`src/rtl/seqtag_pkg.sv`:
```
package seqtag_pkg;

    // Transmit flag state
    typedef enum logic {
        SEQ_LO = 1'b0,
        SEQ_HI = 1'b1
    } seq_e;

    // Receive history: bit 1 = known, bit 0 = last accepted flag
    typedef enum logic [1:0] {
        HIST_NONE = 2'b00,
        HIST_ZERO = 2'b10,
        HIST_ONE  = 2'b11
    } hist_e;

    function automatic hist_e hist_of(input logic flag);
        return flag ? HIST_ONE : HIST_ZERO;
    endfunction

endpackage

```
`src/rtl/seqtag_tx.sv`:
```
module seqtag_tx
    import seqtag_pkg::*;
#(
    parameter int MSG_W = 32,
    localparam int PAY_W = MSG_W - 1
) (
    input  logic             clk,
    input  logic             rst_n,
    input  logic             in_valid,
    input  logic [PAY_W-1:0] in_payload,
    output logic             out_valid,
    output logic [MSG_W-1:0] out_msg
);

    seq_e seq_q, seq_d;

    // next-state process
    always_comb begin
        seq_d = seq_q;
        if (in_valid) begin
            unique case (seq_q)
                SEQ_LO:  seq_d = SEQ_HI;
                SEQ_HI:  seq_d = SEQ_LO;
                default: seq_d = SEQ_LO;
            endcase
        end
    end

    // state register
    always_ff @(posedge clk or negedge rst_n) begin
        if (!rst_n) seq_q <= SEQ_LO;
        else        seq_q <= seq_d;
    end

    // output register
    always_ff @(posedge clk or negedge rst_n) begin
        if (!rst_n) begin
            out_valid <= 1'b0;
            out_msg   <= '0;
        end else begin
            out_valid <= in_valid;
            if (in_valid) out_msg <= {seq_q == SEQ_HI, in_payload};
        end
    end

    AST_TX_PAYLOAD: assert property (@(posedge clk) disable iff (!rst_n)
        in_valid |=> (out_valid && out_msg[PAY_W-1:0] == $past(in_payload)));
    AST_TX_IDLE_HOLD: assert property (@(posedge clk) disable iff (!rst_n)
        !in_valid |=> $stable(seq_q));
    AST_TX_FLAG_USED: assert property (@(posedge clk) disable iff (!rst_n)
        in_valid |=> (out_msg[MSG_W-1] != (seq_q == SEQ_HI)));

endmodule

```
`src/rtl/seqtag_rx.sv`:
```
module seqtag_rx
    import seqtag_pkg::*;
#(
    parameter int MSG_W = 32
) (
    input  logic             clk,
    input  logic             rst_n,
    input  logic             init,
    input  logic             in_valid,
    input  logic [MSG_W-1:0] in_msg,
    output logic             out_valid,
    output logic [MSG_W-1:0] out_msg,
    output logic             seq_err
);

    hist_e hist_q, hist_d, hist_eff;
    logic  flag, dup;

    assign flag = in_msg[MSG_W-1];

    // next-state process
    always_comb begin
        hist_eff = init ? HIST_NONE : hist_q;
        dup      = 1'b0;
        hist_d   = hist_eff;
        if (in_valid) begin
            unique case (hist_eff)
                HIST_NONE: hist_d = hist_of(flag);
                HIST_ZERO: begin
                    dup    = !flag;
                    hist_d = flag ? HIST_ONE : HIST_ZERO;
                end
                HIST_ONE: begin
                    dup    = flag;
                    hist_d = flag ? HIST_ONE : HIST_ZERO;
                end
                default: hist_d = HIST_NONE;
            endcase
        end
    end

    // state register
    always_ff @(posedge clk or negedge rst_n) begin
        if (!rst_n) hist_q <= HIST_NONE;
        else        hist_q <= hist_d;
    end

    // output register
    always_ff @(posedge clk or negedge rst_n) begin
        if (!rst_n) begin
            out_valid <= 1'b0;
            out_msg   <= '0;
            seq_err   <= 1'b0;
        end else begin
            out_valid <= in_valid;
            seq_err   <= dup;
            if (in_valid) out_msg <= in_msg;
        end
    end

    AST_RX_PASS: assert property (@(posedge clk) disable iff (!rst_n)
        in_valid |=> (out_valid && out_msg == $past(in_msg)));
    AST_ERR_NEEDS_VALID: assert property (@(posedge clk) disable iff (!rst_n)
        seq_err |-> out_valid);
    AST_FIRST_ACCEPTED: assert property (@(posedge clk) disable iff (!rst_n)
        (in_valid && (init || hist_q == HIST_NONE)) |=> !seq_err);
    AST_REJECT_HOLDS: assert property (@(posedge clk) disable iff (!rst_n)
        (in_valid && !init && hist_q != HIST_NONE && hist_q == hist_of(flag)) |=> (seq_err && $stable(hist_q)));
    AST_HIST_LEGAL: assert property (@(posedge clk) disable iff (!rst_n)
        hist_q == HIST_NONE || hist_q == HIST_ZERO || hist_q == HIST_ONE);

endmodule

```
`src/rtl/seqtag_link.sv`:
```
module seqtag_link #(
    parameter int MSG_W = 32,
    localparam int PAY_W = MSG_W - 1
) (
    input  logic             clk,
    input  logic             rst_n,
    input  logic             tx_valid_i,
    input  logic [PAY_W-1:0] tx_payload_i,
    output logic             tx_valid_o,
    output logic [MSG_W-1:0] tx_msg_o,
    input  logic             rx_init_i,
    input  logic             rx_valid_i,
    input  logic [MSG_W-1:0] rx_msg_i,
    output logic             rx_valid_o,
    output logic [MSG_W-1:0] rx_msg_o,
    output logic             rx_seq_err_o
);

    seqtag_tx #(.MSG_W(MSG_W)) u_tx (
        .clk        (clk),
        .rst_n      (rst_n),
        .in_valid   (tx_valid_i),
        .in_payload (tx_payload_i),
        .out_valid  (tx_valid_o),
        .out_msg    (tx_msg_o)
    );

    seqtag_rx #(.MSG_W(MSG_W)) u_rx (
        .clk       (clk),
        .rst_n     (rst_n),
        .init      (rx_init_i),
        .in_valid  (rx_valid_i),
        .in_msg    (rx_msg_i),
        .out_valid (rx_valid_o),
        .out_msg   (rx_msg_o),
        .seq_err   (rx_seq_err_o)
    );

    AST_RESET_QUIET: assert property (@(posedge clk)
        $rose(rst_n) |-> (!tx_valid_o && !rx_valid_o && !rx_seq_err_o));

endmodule

```
`config.mk`:
```
export PLATFORM = sky130hd
export DESIGN_NAME = seqtag_link
export DESIGN_NICKNAME = d
export VERILOG_FILES = /design/src/rtl/seqtag_pkg.sv /design/src/rtl/seqtag_tx.sv /design/src/rtl/seqtag_rx.sv /design/src/rtl/seqtag_link.sv
export SDC_FILE = /design/constraint.sdc
export NUM_CORES = 1
export LEC_CHECK = 0
export ABC_AREA = 1
export BUFFER_PORTS_ARGS = -buffer_cell sky130_fd_sc_hd__buf_4
export CELL_PAD_IN_SITES_DETAIL_PLACEMENT = 0
export CELL_PAD_IN_SITES_GLOBAL_PLACEMENT = 1
export CORE_ASPECT_RATIO = 2
export CORE_UTILIZATION = 31
export CTS_BUF_LIST = sky130_fd_sc_hd__clkbuf_4 sky130_fd_sc_hd__clkbuf_8
export DETAILED_ROUTE_END_ITERATION = 16
export PLACE_DENSITY_LB_ADDON = 0.1
export REMOVE_ABC_BUFFERS = 1
export SLEW_MARGIN = 20
export SYNTH_ARGS = -nofsm -noshare
export SYNTH_HDL_FRONTEND = slang
export SYNTH_SLANG_ARGS = --single-unit
```
`constraint.sdc`:
```
create_clock -name clk -period 0.8 [get_ports clk]
set_input_delay 0.08 -clock clk [delete_from_list [all_inputs] [get_ports clk]]
set_output_delay 0.08 -clock clk [all_outputs]
set_load 0.02 [all_outputs]
```
==> impl_metrics.json, run 1 <==
{
  "stdcell_area_um2": 5200,
  "setup_viol": 76,
  "synth_area_um2": 2780,
  "crit_arrival_ns": 0.88,
  "cts_sinks": 70,
  "drcViolationCount": 0,
  "reg2regPathDepth": 4,
  "clk_root_buffer_cell": "clkbuf_8",
  "slew_headroom_pct": 81.7,
  "ys_seq_area_share_pct": 63.1,
  "dp_hpwl_mm": 4.89,
  "worstHoldPathType": "input pin to register",
  "fin_nets": 607,
  "failed_checks": "negative setup slack",
  "worst-path-stages": 1,
  "avgSynthCellArea_um2": 9.38,
  "rows": 48,
  "ir_drop_v": 0.00101,
  "wl_mm": 7.91,
  "io_pins": 135,
  "htree_levels": 3,
  "start_util_pct": 32.1,
  "fp.dieW_um": 68.9,
  "outcome": "finished, violations left",
  "syn_to_final_growth_pct": 87.5,
  "critical-path-max-stage-delay_ns": 0.41,
  "worst_setup_path_start_kind": "register",
  "layout_commonest_cell": "nand2_1",
  "grt_overflow": 0,
  "antenna_found_initial": 0,
  "cap_violations": 0,
  "drv_slew": 0,
  "power_density_nw_per_um2": 1760,
  "tightest_slew_ns": 0.274,
  "antenna_cells": 0,
  "cp.required_ns": 0.72,
  "grtUsageTotal_pct": 17.4,
  "clock_latency_ns": 0.33,
  "cts_buffers": 9,
  "cts_tree": "built",
  "grt_pass1_vias": 2609,
  "routed_via_density": 4.23,
  "critPathBufInv": 1,
  "vias": 2716,
  "setup_slack_ns": -0.162,
  "numPortBuffers": 134,
  "fin_skew_ns": 0.00331,
  "period_needed_ns": 0.962,
  "drive_gt1_share_pct": 39.7,
  "finalHoldViolations": 0,
  "fmaxAchievable_mhz": 1040,
  "finalCritPeriodShare_pct": 120,
  "synth_cells": 296,
  "crit_slowest_cell": "dfrtp_1",
  "yosysWarnings": 0,
  "place.gp.congestion": 0.704,
  "core-area_um2": 8650,
  "crit_family": "flip-flops",
  "first_pass_iters": 4,
  "netlist-cell-type-count": 14,
  "fp.dieH_um": 136,
  "path_max_fanout": 2,
  "fin_hold_ws_ns": 0.0327,
  "n_fill_cell": 796,
  "grt_pass1_wl_mm": 11.9,
  "antenna_left": 0,
  "rsz0062_at_grt": "true",
  "path_cells": "buf_6",
  "place_area_um2": 3820,
  "die_area_um2": 9360,
  "drt_iter0_drc": 178,
  "power.static_leakage_nw": 2.82,
  "layout_common_cells": "nand2_1 (181), buf_4 (111), dfrtp_1 (70)",
  "synth-seq-cells": 70,
  "cp-end-kind": "output pin",
  "r2r_slack_ns": -0.06,
  "clkTransAtPathRegs_ns": 0.07,
  "grt_max_degree": 37,
  "hold_depth": 1,
  "clock_path_buffers": 2,
  "worstSetupPathType": "register to output pin",
  "post_drt_wl_per_cell_um": 12.3
}
layer usage:
| layer | global-route usage [%] | vias to the layer above | part of all wire (%) |
|---|---|---|---|
| li1 | - | 1364 | - |
| met1 | 17.8 | 1262 | 38 |
| met2 | 31.2 | 82 | 55 |
| met3 | 4.63 | 8 | 5.0 |
| met4 | 7.48 | 0 | 1.5 |
| met5 | 0 | - | 0 |
repair_timing:
action                                 4_1_cts  5_1_grt
hold buffers                                65        0
endpoints found under the hold margin      135        0
setup buffers                               24       17
pin swaps                                    0        0
gates resized for setup                     67        3
setup endpoints to repair                   67       68
power breakdown:
group / internal [W] / leakage (nW) / switching (W)
Sequential: 0.00389 / 0.852 / 0.000251
Clock: 0.00124 / 0.0889 / 0.00123
Combinational: 0.00144 / 1.88 / 0.00110
Total: 0.00656 / 2.82 / 0.00258
cell families after synthesis:
kind of cell / after synthesis / synth area share (%)
XOR/XNOR: 1 / 0.316
buffers and inverters: 21 / 7.48
AND/OR/NAND/NOR: 203 / 28.9
AO/OA/AOI/OAI: 1 / 0.180
flip-flops: 70 / 63.1
Yosys cell counts:
library cell / n / area (um^2)
buf_4: 3 / 22.5
clkbuf_8: 3 / 41.3
nand2_2: 15 / 93.8
buf_12: 1 / 20.0
buf_8: 1 / 15.0
nand2_1: 184 / 691
dfrtp_1: 70 / 1750
inv_8: 2 / 22.5
o21ai_0: 1 / 5.00
nor2_1: 2 / 7.51
nand3_1: 2 / 10.0
inv_1: 5 / 18.8
xor2_1: 1 / 8.76
buf_6: 6 / 67.6
through the flow:
stage / power (W) / setup TNS, ns / setup slack (ns) / util [%] / cells
6_report: 0.00914 / -9.99 / -0.162 / 60.2 / 642
5_1_grt: 0.00963 / -13.01 / -0.206 / 60.2 / 642
4_1_cts: 0.00914 / -11.45 / -0.195 / 58.6 / 625
3_5_place_dp: 0.00594 / 0 / 0.0137 / 44.2 / 522
3_3_place_gp: 0.00592 / 0 / 0.0231 / 44.2 / 522
2_1_floorplan: 0.00488 / 0 / 0.118 / - / 282
state kept, by name (all words and copies together) (netlist names):
name / cells
u_rx.hist_q: 2
u_rx.out_msg: 32
u_rx.out_valid: 1
u_rx.seq_err: 1
u_tx.out_msg: 32
u_tx.out_valid: 1
u_tx.seq_q: 1
final cells by class:
class                           count  area, um^2  area share [%]
Timing Repair Buffer              246        2300            44.2
Tap cell                          100         125            2.41
Clock buffer                       12         153            2.93
Multi-Input combinational cell    205         823            15.8
Clock inverter                      2        10.0           0.192
Inverter                            7        41.3           0.794
Sequential cell                    70        1750            33.7
path summary, 6_finish.rpt:
kind                                           endpoint                    startpoint
min reg2reg                      u_tx.seq_q$_DFFE_PN0P_        u_tx.seq_q$_DFFE_PN0P_
max                                        tx_msg_o[14]  u_tx.out_msg[14]$_DFFE_PN0P_
max in group asynchronous  u_rx.out_msg[26]$_DFFE_PN0P_                         rst_n
min                            u_tx.out_valid$_DFF_PN0_                    tx_valid_i
min in group asynchronous   u_tx.out_msg[9]$_DFFE_PN0P_                         rst_n
max reg2reg                 u_tx.out_msg[9]$_DFFE_PN0P_   u_tx.out_msg[9]$_DFFE_PN0P_
Note: power is estimated with default switching activity, not from simulation.
==> run 2, diff against run 1 <==
--- a/config.mk
+++ b/config.mk
@@ -18,4 +18,5 @@
 export SLEW_MARGIN = 20
 export SYNTH_ARGS = -nofsm -noshare
 export SYNTH_HDL_FRONTEND = slang
+export SYNTH_HIERARCHICAL = 1
 export SYNTH_SLANG_ARGS = --single-unit
==> run 2 against run 1 <==
  * The flow still finishes with violations (negative setup slack)
  * First-iteration DRC count shrank 46%
  * Sequential share of layout area unchanged
  * Non-clock buffer count shrank 5
  * Global-route usage is 0.43 points higher
  * Via count increased by 0.59%
==> impl_metrics.json, run 2 <==
{
  "grt_overflow": 0,
  "rsz0062_at_grt": "true",
  "outcome": "finished, violations left",
  "syn_to_final_growth_pct": 87.0,
  "power.static_leakage_nw": 2.81,
  "fmaxAchievable_mhz": 1010,
  "avgSynthCellArea_um2": 9.31,
  "synth_cells": 299,
  "cts_sinks": 70,
  "dp_hpwl_mm": 4.99,
  "place.gp.congestion": 0.730,
  "fin_nets": 605,
  "critPathBufInv": 1,
  "synthTopCellsByArea": "dfrtp_1 (63%), nand2_1 (25%), nand2_2 (4.5%), buf_6 (3.2%), buf_4 (1.1%)",
  "finalCritPeriodShare_pct": 124,
  "htree_levels": 3,
  "final_util_pct": 60.2,
  "ys_seq_area_share_pct": 62.9,
  "grt_use_met1_pct": 17.9,
  "netlist-cell-type-count": 12,
  "synth-seq-cells": 70,
  "synth_enable_flop_cells": 0,
  "vias": 2732,
  "tightest_slew_ns": 0.225,
  "power_density_nw_per_um2": 1750,
  "numPortBuffers": 134,
  "path_max_fanout": 2,
  "wl_mm": 8.00,
  "core-area_um2": 8650,
  "grt_use_met2_pct": 31.9,
  "cts_buffers": 9,
  "grt_pass1_wl_mm": 12.0,
  "antenna_left": 0,
  "crit_family": "flip-flops",
  "synth_top_area_share_pct": 62.9,
  "fp.dieW_um": 69.0,
  "worst_setup_path_start_kind": "register",
  "post_drt_wl_per_cell_um": 12.5,
  "synth_commonest_cells": "nand2_1 (182), dfrtp_1 (70), nand2_2 (20)",
  "period_needed_ns": 0.994,
  "die_area_um2": 9380,
  "failed_checks": "negative setup slack",
  "crit_arrival_ns": 0.91,
  "finalHoldViolations": 0,
  "crit_slowest_cell": "dfrtp_1",
  "async_reset_ff_share_pct": 100,
  "drt_iter0_drc": 97,
  "biggestRegsByFlops": "u_rx/out_msg: 32 flops, u_tx/out_msg: 32 flops, u_rx/hist_q: 2 flops",
  "setup_viol": 71,
  "met3_usage_pct": 4.78,
  "antenna_cells": 0,
  "rows": 48,
  "layout_commonest_cell": "nand2_1",
  "fin_total_pwr_w": 0.00912,
  "first_pass_iters": 4,
  "min_from": "rx_valid_i",
  "clock_path_buffers": 2,
  "synth_area_um2": 2780,
  "grt_pass1_vias": 2703,
  "ir_drop_v": 0.00105,
  "fin_skew_ns": 0.00154,
  "crit_start": "u_rx/out_msg[6]$_DFFE_PN0P_",
  "slew_headroom_pct": 85.0,
  "clk_root_buffer_cell": "clkbuf_8",
  "fin_setup_tns_ns": -10.72,
  "start_util_pct": 32.2,
  "setup_slack_ns": -0.194,
  "io_pins": 135,
  "cp.required_ns": 0.72,
  "synth_most_common_cell": "nand2_1",
  "grt_max_degree": 38,
  "fp.dieH_um": 136,
  "critical-path-max-stage-delay_ns": 0.42,
  "cts_tree": "built",
  "drcViolationCount": 0,
  "worstSetupPathType": "register to output pin",
  "cp-end-kind": "output pin",
  "routed_via_density": 4.26,
  "grtUsageTotal_pct": 17.8,
  "clkTransAtPathRegs_ns": 0.07,
  "path_cells": "buf_6",
  "drv_slew": 0,
  "r2r_start": "u_rx/out_msg[25]$_DFFE_PN0P_",
  "antenna_found_initial": 0,
  "ys.flop_type": "dfrtp_1",
  "yosysWarnings": 6,
  "yosys.area.top_type": "dfrtp_1",
  "clock_latency_ns": 0.35,
  "top_usage_layer": "met2",
  "layout_common_cells": "nand2_1 (180), buf_4 (106), dfrtp_1 (70)",
  "cap_violations": 0,
  "worstHoldPathType": "input pin to register",
  "drive_gt1_share_pct": 40.5
}
==> run 2: cell count changes in the layout (fill, tap and decap cells not counted), sizes merged <==
cell,before,now
clkbuf,12,14
nand2,199,202
buf,181,176
xor2,1,0
clkinv,2,1
inv,7,8
==> run 2: cell families (layout without fill, tap and decap cells) <==
logic type	count (synthesis)	in the layout	share of synthesized area (%)
flops	70	70	62.9
buf+inv	22	264	7.19
simple gates	206	206	29.7
compound gates	1	1	0.180
==> run 2: timing repair <==
action	in CTS	in global routing
setup endpoints to repair	67	70
gates resized for setup	67	7
hold endpoints to repair	135	0
buffers inserted	23	14
pin swaps	0	5
hold buffers	65	0
==> run 2: cell type report <==
type	instances	area [um^2]
clock buffers	14	174
clock inverters	1	5.00
fillers	758	3450
inverters	8	45.0
multi-input cells	207	841
flip-flops and latches	70	1750
well taps	100	125
repair buffers	241	2260
==> run 2: worst paths after layout <==
kind                       slack (ns)                           end  depth (start not counted)
min in group asynchronous        0.10  u_rx/out_msg[28]$_DFFE_PN0P_                          2
max in group asynchronous        0.27  u_tx/out_msg[26]$_DFFE_PN0P_                          3
min                              0.05  u_rx/out_msg[12]$_DFFE_PN0P_                          3
max reg2reg                     -0.06  u_rx/out_msg[25]$_DFFE_PN0P_                          4
min reg2reg                      0.49   u_rx/out_msg[7]$_DFFE_PN0P_                          2
max                             -0.19                   rx_msg_o[6]                          1
==> run 2: metal layers <==
metal	up-vias	routed length, um
met3	12	404
li1	1362	-
met5	-	0
met1	1274	2990
met4	0	187
met2	84	4410
==> run 2: power by group <==
group          leakage [nW]  internal (W)  switching [W]  total [W]
combinational          1.86       0.00135        0.00106    0.00241
clock                0.0968       0.00138        0.00124    0.00262
sequential            0.852       0.00386       0.000239    0.00409
==> run 2: per-stage QoR <==
step | hold slack [ns] | cells | worst slack, ns | instance area (um^2)
6_report | 0.0456 | 641 | -0.194 | 5200
5_1_grt | 0.0567 | 641 | -0.226 | 5200
4_1_cts | 0.0411 | 627 | -0.218 | 5090
3_5_place_dp | -0.0664 | 524 | 0.0493 | 3830
3_3_place_gp | -0.0686 | 524 | 0.0697 | 3830
2_1_floorplan | -0.216 | 285 | 0.118 | 2630
==> run 2: worst min-delay path: cells and delay by family <==
kind / cells / cell delay, ns
simple gates: 2 / 0.11
buf+inv: 1 / 0.17
==> run 3, diff against run 2 <==
--- a/config.mk
+++ b/config.mk
@@ -13,7 +13,7 @@
 export CORE_UTILIZATION = 31
 export CTS_BUF_LIST = sky130_fd_sc_hd__clkbuf_4 sky130_fd_sc_hd__clkbuf_8
 export DETAILED_ROUTE_END_ITERATION = 16
-export PLACE_DENSITY_LB_ADDON = 0.1
+export PLACE_DENSITY = 0.78
 export REMOVE_ABC_BUFFERS = 1
 export SLEW_MARGIN = 20
 export SYNTH_ARGS = -nofsm -noshare
==> run 3 against run 2 <==
  * The run still ends with negative setup slack left
  * Combinational power rose by 4%
  * Sequential power about the same
  * Clock-buffer cell count shrank 1
  * Clock power fell by 2%
  * Sequential cell count unchanged
  * Maximum frequency rose by 2.3%
  * Non-clock buffer count up 13
  * Design area grew 1.7%
==> impl_metrics.json, run 3 (synthesized netlist as in run 2, its figures left out) <==
{
  "power_density_nw_per_um2": 1730,
  "numPortBuffers": 134,
  "period_needed_ns": 0.972,
  "worst_setup_path_start_kind": "register",
  "cap_violations": 0,
  "routed_via_density": 4.30,
  "stdcell_area_um2": 5290,
  "antenna_found_initial": 0,
  "die_area_um2": 9380,
  "clkTransAtPathRegs_ns": 0.07,
  "first_pass_iters": 6,
  "tightest_slew_ns": 0.228,
  "drcViolationCount": 0,
  "grtUsageTotal_pct": 18.2,
  "start_util_pct": 32.2,
  "p_switching_w": 0.00253,
  "n_fill_cell": 732,
  "cp-end-kind": "output pin",
  "layout_commonest_cell": "nand2_1",
  "fp.dieW_um": 69.0,
  "path_max_fanout": 2,
  "grt_max_degree": 35,
  "setup_viol": 72,
  "multi_input_area_um2": 833,
  "antenna_cells": 0,
  "p_int_w": 0.00664,
  "wl_mm": 8.25,
  "clock_path_buffers": 2,
  "grt_pass1_vias": 2812,
  "crit_slowest_cell": "dfrtp_1",
  "swShare_pct": 27.6,
  "core-area_um2": 8650,
  "layout.area.seq_um2": 1750,
  "worstSetupPathType": "register to output pin",
  "crit_arrival_ns": 0.89,
  "slew_headroom_pct": 84.8,
  "path_cells": "buf_6",
  "fin_setup_tns_ns": -10.18,
  "cts_tree": "built",
  "cts_buffers": 9,
  "drv_slew": 0,
  "cts_sinks": 70,
  "setup_slack_ns": -0.172,
  "p_comb_share_pct": 27.3,
  "grt_overflow": 0,
  "p_clk_share_pct": 28.1,
  "critical-path-max-stage-delay_ns": 0.41,
  "power.static_leakage_nw": 2.88,
  "crit_family": "flip-flops",
  "drive_gt1_share_pct": 41.0,
  "rows": 48,
  "rsz0062_at_grt": "true",
  "finalCritPeriodShare_pct": 121,
  "fp.dieH_um": 136,
  "post_drt_wl_per_cell_um": 12.6,
  "place_area_um2": 3850,
  "final_util_pct": 61.2,
  "cp.required_ns": 0.72,
  "place.gp.congestion": 0.693,
  "clk_root_buffer_cell": "clkbuf_8",
  "clock_latency_ns": 0.34,
  "outcome": "finished, violations left",
  "fmaxAchievable_mhz": 1030,
  "antenna_left": 0,
  "dp_hpwl_mm": 5.21,
  "failed_checks": "negative setup slack",
  "vias": 2808,
  "layout_common_cells": "nand2_1 (182), buf_4 (119), dfrtp_1 (70)",
  "worstHoldPathType": "input pin to register",
  "drt_iter0_drc": 154,
  "grt_pass1_wl_mm": 12.5,
  "ir_drop_v": 0.00118,
  "biggestRegsByFlops": "u_rx/out_msg: 32 flops, u_tx/out_msg: 32 flops, u_rx/hist_q: 2 flops",
  "critPathBufInv": 1,
  "fin_skew_ns": 0.000319,
  "finalHoldViolations": 0,
  "htree_levels": 3,
  "seq_power_share_pct": 44.6,
  "post-place-ws_ns": 0.0520,
  "syn_to_final_growth_pct": 90.2,
  "fin_nets": 618,
  "io_pins": 135
}
run 3: cell types whose count changed in the layout (fill, tap and decap cells not counted), moves of 2 or more:
cell	previous run	this run
clkbuf_4	3	1
nand2_1	180	182
buf_4	106	119
nand2_2	22	20
run 3: cell type report:
cell class,instances,share of cell area (%)
Sequential cell,70,33.1
Clock inverter,1,0.0946
Tap cell,100,2.36
Timing Repair Buffer,254,44.6
Clock buffer,13,3.26
Multi-Input combinational cell,207,15.7
Inverter,8,0.851
run 3: metrics by stage:
| stage | hold WS (ns) | power, W | std cells |
|---|---|---|---|
| global placement | -0.0393 | 0.00583 | 526 |
| CTS | 0.0378 | 0.00916 | 633 |
| detailed placement | -0.0351 | 0.00586 | 526 |
| finish | 0.0577 | 0.00917 | 653 |
| global route | 0.0445 | 0.00965 | 653 |
| floorplan | -0.216 | 0.00481 | 285 |
run 3: worst paths after layout:
kind / start / end / slack [ns] / depth (start not counted)
worst max-delay path: u_rx/out_msg[20]$_DFFE_PN0P_ / rx_msg_o[20] / -0.17 / 1
worst min-delay path: rx_valid_i / u_rx/out_msg[15]$_DFFE_PN0P_ / 0.06 / 3
worst max register to register: u_tx/out_msg[5]$_DFFE_PN0P_ / u_tx/out_msg[5]$_DFFE_PN0P_ / -0.07 / 4
worst min register to register: u_tx/out_msg[14]$_DFFE_PN0P_ / u_tx/out_msg[14]$_DFFE_PN0P_ / 0.50 / 2
max in group asynchronous: rst_n / u_tx/out_msg[11]$_DFFE_PN0P_ / 0.21 / 3
min in group asynchronous: rst_n / u_tx/out_msg[21]$_DFFE_PN0P_ / 0.14 / 2
run 3: power by group through the flow:
stage	Sequential (W)	Combinational, W	Clock (W)
final	0.00409	0.00250	0.00258
after global routing	0.00413	0.00270	0.00282
after CTS	0.00409	0.00237	0.00270
after detailed placement	0.00412	0.00174	0
after global placement	0.00411	0.00172	0
after floorplan	0.00447	0.000343	0
run 3: routing by layer:
| metal | part of all wire, % | global-route usage, % |
|---|---|---|
| met1 | 37 | 18.1 |
| met2 | 56 | 33.1 |
| met3 | 4.0 | 3.52 |
| met4 | 3.0 | 10.2 |
| met5 | 0 | 0 |
run 3: repair_timing:
item / in CTS / in global routing
buffers inserted: 28 / 20
resized for setup: 67 / 3
pin swaps: 0 / 1
endpoints found under the setup margin: 67 / 69
hold buffers: 65 / 0
endpoints found under the hold margin: 135 / 0
